`src/rtl/lsAlignPkg.sv`:
```
package lsAlignPkg;
  localparam int XLEN   = 32;
  localparam int NBYTES = XLEN / 8;
  localparam int OFF_W  = $clog2(NBYTES);
  localparam int SH_W   = $clog2(XLEN);
  localparam int OP_W   = 6;
  localparam int IMM_W  = 16;
  localparam int RIDX_W = 5;

  localparam logic [OP_W-1:0] OP_LB  = 6'h20;
  localparam logic [OP_W-1:0] OP_LH  = 6'h21;
  localparam logic [OP_W-1:0] OP_LWL = 6'h22;
  localparam logic [OP_W-1:0] OP_LW  = 6'h23;
  localparam logic [OP_W-1:0] OP_LBU = 6'h24;
  localparam logic [OP_W-1:0] OP_LHU = 6'h25;
  localparam logic [OP_W-1:0] OP_LWR = 6'h26;
  localparam logic [OP_W-1:0] OP_SB  = 6'h28;
  localparam logic [OP_W-1:0] OP_SH  = 6'h29;
  localparam logic [OP_W-1:0] OP_SWL = 6'h2a;
  localparam logic [OP_W-1:0] OP_SW  = 6'h2b;
  localparam logic [OP_W-1:0] OP_SWR = 6'h2e;

  typedef enum logic [2:0] {
    KIND_BYTE,
    KIND_HALF,
    KIND_WORD,
    KIND_LEFT,
    KIND_RIGHT
  } accKind_e;

  typedef struct packed {
    logic     active;
    logic     loadEn;
    logic     storeEn;
    logic     signExt;
    logic     badOp;
    accKind_e kind;
  } ctrlStrobe_t;
endpackage

```
`src/rtl/lsAlignCtrl.sv`:
```
module lsAlignCtrl
  import lsAlignPkg::*;
(
  input  logic            validIn,
  input  logic [OP_W-1:0] opcode,
  output ctrlStrobe_t     strobe
);
  always_comb begin
    strobe         = '0;
    strobe.kind    = KIND_WORD;
    strobe.active  = validIn;
    if (validIn) begin
      unique case (opcode)
        OP_LB:   begin strobe.loadEn  = 1'b1; strobe.kind = KIND_BYTE; strobe.signExt = 1'b1; end
        OP_LBU:  begin strobe.loadEn  = 1'b1; strobe.kind = KIND_BYTE; end
        OP_LH:   begin strobe.loadEn  = 1'b1; strobe.kind = KIND_HALF; strobe.signExt = 1'b1; end
        OP_LHU:  begin strobe.loadEn  = 1'b1; strobe.kind = KIND_HALF; end
        OP_LW:   begin strobe.loadEn  = 1'b1; strobe.kind = KIND_WORD; end
        OP_LWL:  begin strobe.loadEn  = 1'b1; strobe.kind = KIND_LEFT; end
        OP_LWR:  begin strobe.loadEn  = 1'b1; strobe.kind = KIND_RIGHT; end
        OP_SB:   begin strobe.storeEn = 1'b1; strobe.kind = KIND_BYTE; end
        OP_SH:   begin strobe.storeEn = 1'b1; strobe.kind = KIND_HALF; end
        OP_SW:   begin strobe.storeEn = 1'b1; strobe.kind = KIND_WORD; end
        OP_SWL:  begin strobe.storeEn = 1'b1; strobe.kind = KIND_LEFT; end
        OP_SWR:  begin strobe.storeEn = 1'b1; strobe.kind = KIND_RIGHT; end
        default: strobe.badOp = 1'b1;
      endcase
    end
  end
endmodule

```
`src/rtl/lsAlignData.sv`:
```
module lsAlignData
  import lsAlignPkg::*;
(
  input  logic              clk,
  input  logic              rst,
  input  ctrlStrobe_t       strobe,
  input  logic [XLEN-1:0]   baseVal,
  input  logic [IMM_W-1:0]  imm,
  input  logic [RIDX_W-1:0] rtSel,
  input  logic [XLEN-1:0]   rtVal,
  input  logic [XLEN-1:0]   memWord,
  output logic              validOut,
  output logic [XLEN-1:0]   effAddr,
  output logic [XLEN-1:0]   wordAddr,
  output logic [RIDX_W-1:0] rtIdx,
  output logic              regWe,
  output logic [XLEN-1:0]   regData,
  output logic              memWe,
  output logic [XLEN-1:0]   memData,
  output logic [NBYTES-1:0] byteEn,
  output logic              illegal
);
  localparam logic [NBYTES-1:0] LANES_ALL = '1;
  localparam logic [NBYTES-1:0] LANE_ONE  = NBYTES'(1);
  localparam logic [NBYTES-1:0] HALF_LO   = LANES_ALL >> (NBYTES / 2);
  localparam logic [XLEN-1:0]   BITS_ALL  = '1;
  localparam int                HALF_W    = XLEN / 2;

  logic [XLEN-1:0]   addrNow;
  logic [OFF_W-1:0]  offNow;
  logic [OFF_W-1:0]  revOff;
  logic [SH_W-1:0]   offShift;
  logic [SH_W-1:0]   revShift;
  logic [SH_W-1:0]   halfShift;
  logic              hiHalf;
  logic [XLEN-1:0]   bytePick;
  logic [XLEN-1:0]   halfPick;
  logic [XLEN-1:0]   loadVal;
  logic [XLEN-1:0]   storeVal;
  logic [NBYTES-1:0] laneEn;
  logic [XLEN-1:0]   laneMask;
  logic [XLEN-1:0]   mergedWord;

  // address formation
  assign addrNow  = baseVal + {{(XLEN-IMM_W){imm[IMM_W-1]}}, imm};
  assign offNow   = addrNow[OFF_W-1:0];
  assign revOff   = OFF_W'(NBYTES - 1) - offNow;
  assign offShift = {offNow, 3'b000};
  assign revShift = {revOff, 3'b000};
  assign hiHalf   = ~addrNow[OFF_W-1];
  assign halfShift = hiHalf ? SH_W'(HALF_W) : '0;

  // load extraction, big-endian lanes
  assign bytePick = memWord >> revShift;
  assign halfPick = memWord >> halfShift;

  always_comb begin
    unique case (strobe.kind)
      KIND_BYTE:  loadVal = strobe.signExt ? {{(XLEN-8){bytePick[7]}}, bytePick[7:0]}
                                           : {{(XLEN-8){1'b0}}, bytePick[7:0]};
      KIND_HALF:  loadVal = strobe.signExt ? {{(XLEN-HALF_W){halfPick[HALF_W-1]}}, halfPick[HALF_W-1:0]}
                                           : {{(XLEN-HALF_W){1'b0}}, halfPick[HALF_W-1:0]};
      KIND_LEFT:  loadVal = (memWord << offShift) | (rtVal & ~(BITS_ALL << offShift));
      KIND_RIGHT: loadVal = (memWord >> revShift) | (rtVal & ~(BITS_ALL >> revShift));
      default:    loadVal = memWord;
    endcase
  end

  // store lane placement
  always_comb begin
    unique case (strobe.kind)
      KIND_BYTE: begin
        storeVal = {NBYTES{rtVal[7:0]}};
        laneEn   = LANE_ONE << revOff;
      end
      KIND_HALF: begin
        storeVal = {2{rtVal[HALF_W-1:0]}};
        laneEn   = hiHalf ? ~HALF_LO : HALF_LO;
      end
      KIND_LEFT: begin
        storeVal = rtVal >> offShift;
        laneEn   = LANES_ALL >> offNow;
      end
      KIND_RIGHT: begin
        storeVal = rtVal << revShift;
        laneEn   = LANES_ALL << revOff;
      end
      default: begin
        storeVal = rtVal;
        laneEn   = LANES_ALL;
      end
    endcase
  end

  for (genvar g = 0; g < NBYTES; g++) begin : g_lane
    assign laneMask[8*g +: 8] = {8{laneEn[g]}};
  end

  assign mergedWord = (storeVal & laneMask) | (memWord & ~laneMask);

  // result registers
  always_ff @(posedge clk) begin
    if (rst) begin
      validOut <= 1'b0;
      effAddr  <= '0;
      wordAddr <= '0;
      rtIdx    <= '0;
      regWe    <= 1'b0;
      regData  <= '0;
      memWe    <= 1'b0;
      memData  <= '0;
      byteEn   <= '0;
      illegal  <= 1'b0;
    end else begin
      validOut <= strobe.active;
      effAddr  <= addrNow;
      wordAddr <= {addrNow[XLEN-1:OFF_W], {OFF_W{1'b0}}};
      rtIdx    <= rtSel;
      regWe    <= strobe.loadEn;
      regData  <= strobe.loadEn ? loadVal : '0;
      memWe    <= strobe.storeEn;
      memData  <= strobe.storeEn ? mergedWord : '0;
      byteEn   <= strobe.storeEn ? laneEn : '0;
      illegal  <= strobe.badOp;
    end
  end
endmodule

```
`src/rtl/lsAligner.sv`:
```
module lsAligner
  import lsAlignPkg::*;
(
  input  logic        clk,
  input  logic        rst,
  input  logic        validIn,
  input  logic [31:0] insn,
  input  logic [31:0] baseVal,
  input  logic [31:0] rtVal,
  input  logic [31:0] memWord,
  output logic        validOut,
  output logic [31:0] effAddr,
  output logic [31:0] wordAddr,
  output logic [4:0]  rtIdx,
  output logic        regWe,
  output logic [31:0] regData,
  output logic        memWe,
  output logic [31:0] memData,
  output logic [3:0]  byteEn,
  output logic        illegal
);
  ctrlStrobe_t strobe;

  lsAlignCtrl u_ctrl (
    .validIn (validIn),
    .opcode  (insn[31:26]),
    .strobe  (strobe)
  );

  lsAlignData u_data (
    .clk      (clk),
    .rst      (rst),
    .strobe   (strobe),
    .baseVal  (baseVal),
    .imm      (insn[15:0]),
    .rtSel    (insn[20:16]),
    .rtVal    (rtVal),
    .memWord  (memWord),
    .validOut (validOut),
    .effAddr  (effAddr),
    .wordAddr (wordAddr),
    .rtIdx    (rtIdx),
    .regWe    (regWe),
    .regData  (regData),
    .memWe    (memWe),
    .memData  (memData),
    .byteEn   (byteEn),
    .illegal  (illegal)
  );
endmodule

```
`config.mk`:
```
export PLATFORM = sky130hd
export DESIGN_NAME = lsAligner
export DESIGN_NICKNAME = d
export VERILOG_FILES = /design/src/rtl/lsAlignPkg.sv /design/src/rtl/lsAlignCtrl.sv /design/src/rtl/lsAlignData.sv /design/src/rtl/lsAligner.sv
export SDC_FILE = /design/constraint.sdc
export NUM_CORES = 1
export LEC_CHECK = 0
export CAP_MARGIN = 20
export CORE_MARGIN = 1.5
export CORE_UTILIZATION = 46
export DETAILED_ROUTE_END_ITERATION = 12
export PLACE_DENSITY = 0.85
export REMOVE_ABC_BUFFERS = 1
export SLEW_MARGIN = 20
export SYNTH_ARGS = -nofsm -noshare
export SYNTH_HDL_FRONTEND = slang
export SYNTH_SLANG_ARGS = --single-unit
```
`constraint.sdc`:
```
create_clock -name clk -period 4.43 [get_ports clk]
set_clock_uncertainty 0.05 [all_clocks]
set_input_delay 1.329 -clock clk [delete_from_list [all_inputs] [get_ports clk]]
set_output_delay 1.329 -clock clk [all_outputs]
set_load 0.02 [all_outputs]
```
==> flow_metrics.tcl <==
set metrics [dict create \
    cts_tree "done" \
    synth_edf_count 0 \
    numPortBuffers 264 \
    relSlewSlack_pct 31.07 \
    cts_root_buf "clkbuf_16" \
    synth_area_um2 7775 \
    cap_violations 0 \
    cts.path.max_buffers 2 \
    drt-initial-drc-count 1008 \
    drt-pass1-iter-count 6 \
    leakagePower_uw 0.004216 \
    grt_max_degree 55 \
    layout_commonest_cell "clkdlybuf4s50_1" \
    syn-instance-count 912 \
    start_util_pct 47.05 \
    diodes 0 \
    ant_nets 0 \
    fmax_ghz 0.2371 \
    ctsResizeCount 0 \
    design_area_um2 10840 \
    hold_path.class "input pin to flop" \
    place_congestion 0.9092 \
    path_buf_inv 1 \
    rsz0062_at_grt "false" \
    tightest_slew_ns 1.030 \
    path_cells "clkdlybuf4s50_1, ha_4, fa_4, nor2_1, a22oi_1, a21oi_1, a21oi_1, o211ai_1, o21ai_1, nor2_1" \
    yosys.area.top_type_share_pct 28.07 \
    clock-sinks 109 \
    antenna_found_initial 1 \
    required_ns 4.67 \
    period_share_pct 95.20 \
    clkSlewWorstSetupHoldPaths_ns 0.08 \
    end_kind "flop" \
    area_growth_pct 39.39 \
    worstPathMaxFanout 16 \
    placed_area_um2 10560 \
    synth_area_per_cell_um2 8.525 \
    switching_share_pct 33.82 \
    setup_violations 0 \
    final_cell_mix "clkdlybuf4s50_1, nor2_1, dfxtp_1" \
    h-tree-depth 3 \
    p_per_area_nw_per_um2 273.1 \
    synthTopCellsByArea "dfxtp_1, mux4_2, nor2_1" \
    nets 1302 \
    setup_tns_ns 0 \
    yosysSeqAreaShare_pct 28.07 \
    critPathArrivalTime_ns 4.45 \
    cpMaxStageDelayCell "nor2_1" \
    grt_overflow 0 \
    wire_per_inst_um 19.62 \
    critPathLaunchType "input pin" \
    core_area_um2 16520 \
    drc_errors 0 \
    drive_above_1_share_pct 12.76 \
    setup_ws_ns 0.2126 \
    yosys_warnings 0 \
    vias_per_cell 6.070 \
    grt_pass1_wl_um 41010 \
    combPwrFrac_pct 37.9 \
    p_switching_uw 1001 \
    yosys.area.top_type "dfxtp_1" \
    p_int_uw 1959 \
    crit_path_max_incr_delay_ns 0.85 \
    hpwl_um 18980 \
    dp_slack_ns 0.003051 \
    grt_pass1_vias 7792 \
    hold_viol_final 0 \
    status "complete, no violations" \
    synth-async-reset-ratio_pct 0 \
    synth.distinct_cells 76 \
    cts_setup_buffers 0 \
    cts_buffers 9 \
    grt.total_usage_pct 29.24 \
    ys.flop_type "dfxtp_1" \
    die_y_um 133.0 \
    cp_top_family "simple AND/OR/NAND/NOR gates" \
    cts_hold_buf 0 \
    vias 8280 \
    fp-row-count 47 \
    peakVddDrop_uv 191.1 \
    sequentialPowerShare_pct 35.6 \
    routed_wl_um 26760 \
    drv_slew 0 \
    yosys_register_bits 109 \
    p_clk_share_pct 26.5 \
    num_io_pins 272 \
    dieArea_um2 17690 \
    die_width_um 133.0 \
    timing.hold.ws_ns 1.468 \
    path_class "input pin to flop" \
    fin_crit_ns 4.217 \
]
## layout make-up
cell class,instances,area (µm²)
clock buffer,9,225.2
clock inverter,7,56.30
fill,1375,5687
inverter,15,56.30
multi-input combinational,696,5045
sequential,109,2182
tap,220,275.3
timing repair buffer,308,2998
## flip-flops by register name (all words and copies together), names as in the netlist
name and flops:
u_data.byteEn 4, u_data.rtIdx 5, u_data.effAddr 31, u_data.memData 32
u_data.wordAddr 1, u_data.regData 32, u_data.validOut 1, u_data.illegal 1
u_data.memWe 1, u_data.regWe 1
## synthesized netlist by cell type, types with 11 or more instances
cell type,instances
inv_1,13
a21oi_1,75
nor2_1,109
dfxtp_1,109
a211oi_1,20
buf_4,36
nor2b_1,11
o21ai_0,56
nand2_1,67
a22oi_1,26
ha_1,31
mux4_2,22
xor2_1,11
nor3_1,14
mux2_2,21
clkbuf_1,29
buf_2,23
a21o_1,21
mux2i_1,30
xnor2_1,13
a221oi_1,22
## per-stage QoR
step | cells | total power (µW) | util, %
2_1_floorplan | 820 | 1709 | -
3_3_place_gp | 1348 | 2162 | 63.88
3_5_place_dp | 1348 | 2177 | 63.88
4_1_cts | 1364 | 2965 | 65.59
5_1_grt | 1364 | 3102 | 65.59
6_report | 1364 | 2960 | 65.59
## path summary, 6_finish.rpt
kind / startpoint / end / slack [ns] / depth (start not counted)
max: insn[0] / u_data.memData[16] / 0.21 / 10
min: insn[20] / u_data.rtIdx[4] / 1.47 / 2
## layer usage
layer	global-route usage, %	part of all wire [%]	up-vias
met3	6.973	11	102
met4	15.20	4.3	2
met5	0	0.041	-
li1	-	-	3843
met2	49.22	47	561
met1	34.63	37	3772
## logic make-up (layout without fill, tap and decap cells)
kind of cell | count (synthesis) | count (layout) | share of synthesized area, %
other cells | 1 | 2 | 0.04823
mux | 73 | 73 | 13.28
fa+ha+maj | 32 | 32 | 5.246
buf+inv | 108 | 339 | 7.435
simple gates | 253 | 253 | 15.24
flops | 109 | 109 | 28.07
xor+xnor | 24 | 24 | 2.704
compound gates | 312 | 312 | 27.99
## power groups by stage
stage | clock network [µW] | registers [µW] | logic, µW
finish | 784 | 1050 | 1120
global route | 846 | 1060 | 1200
CTS | 802 | 1060 | 1110
detailed placement | 0 | 1080 | 1100
global placement | 0 | 1080 | 1090
floorplan | 0 | 1180 | 525
Power figures use the tool's default switching activity.
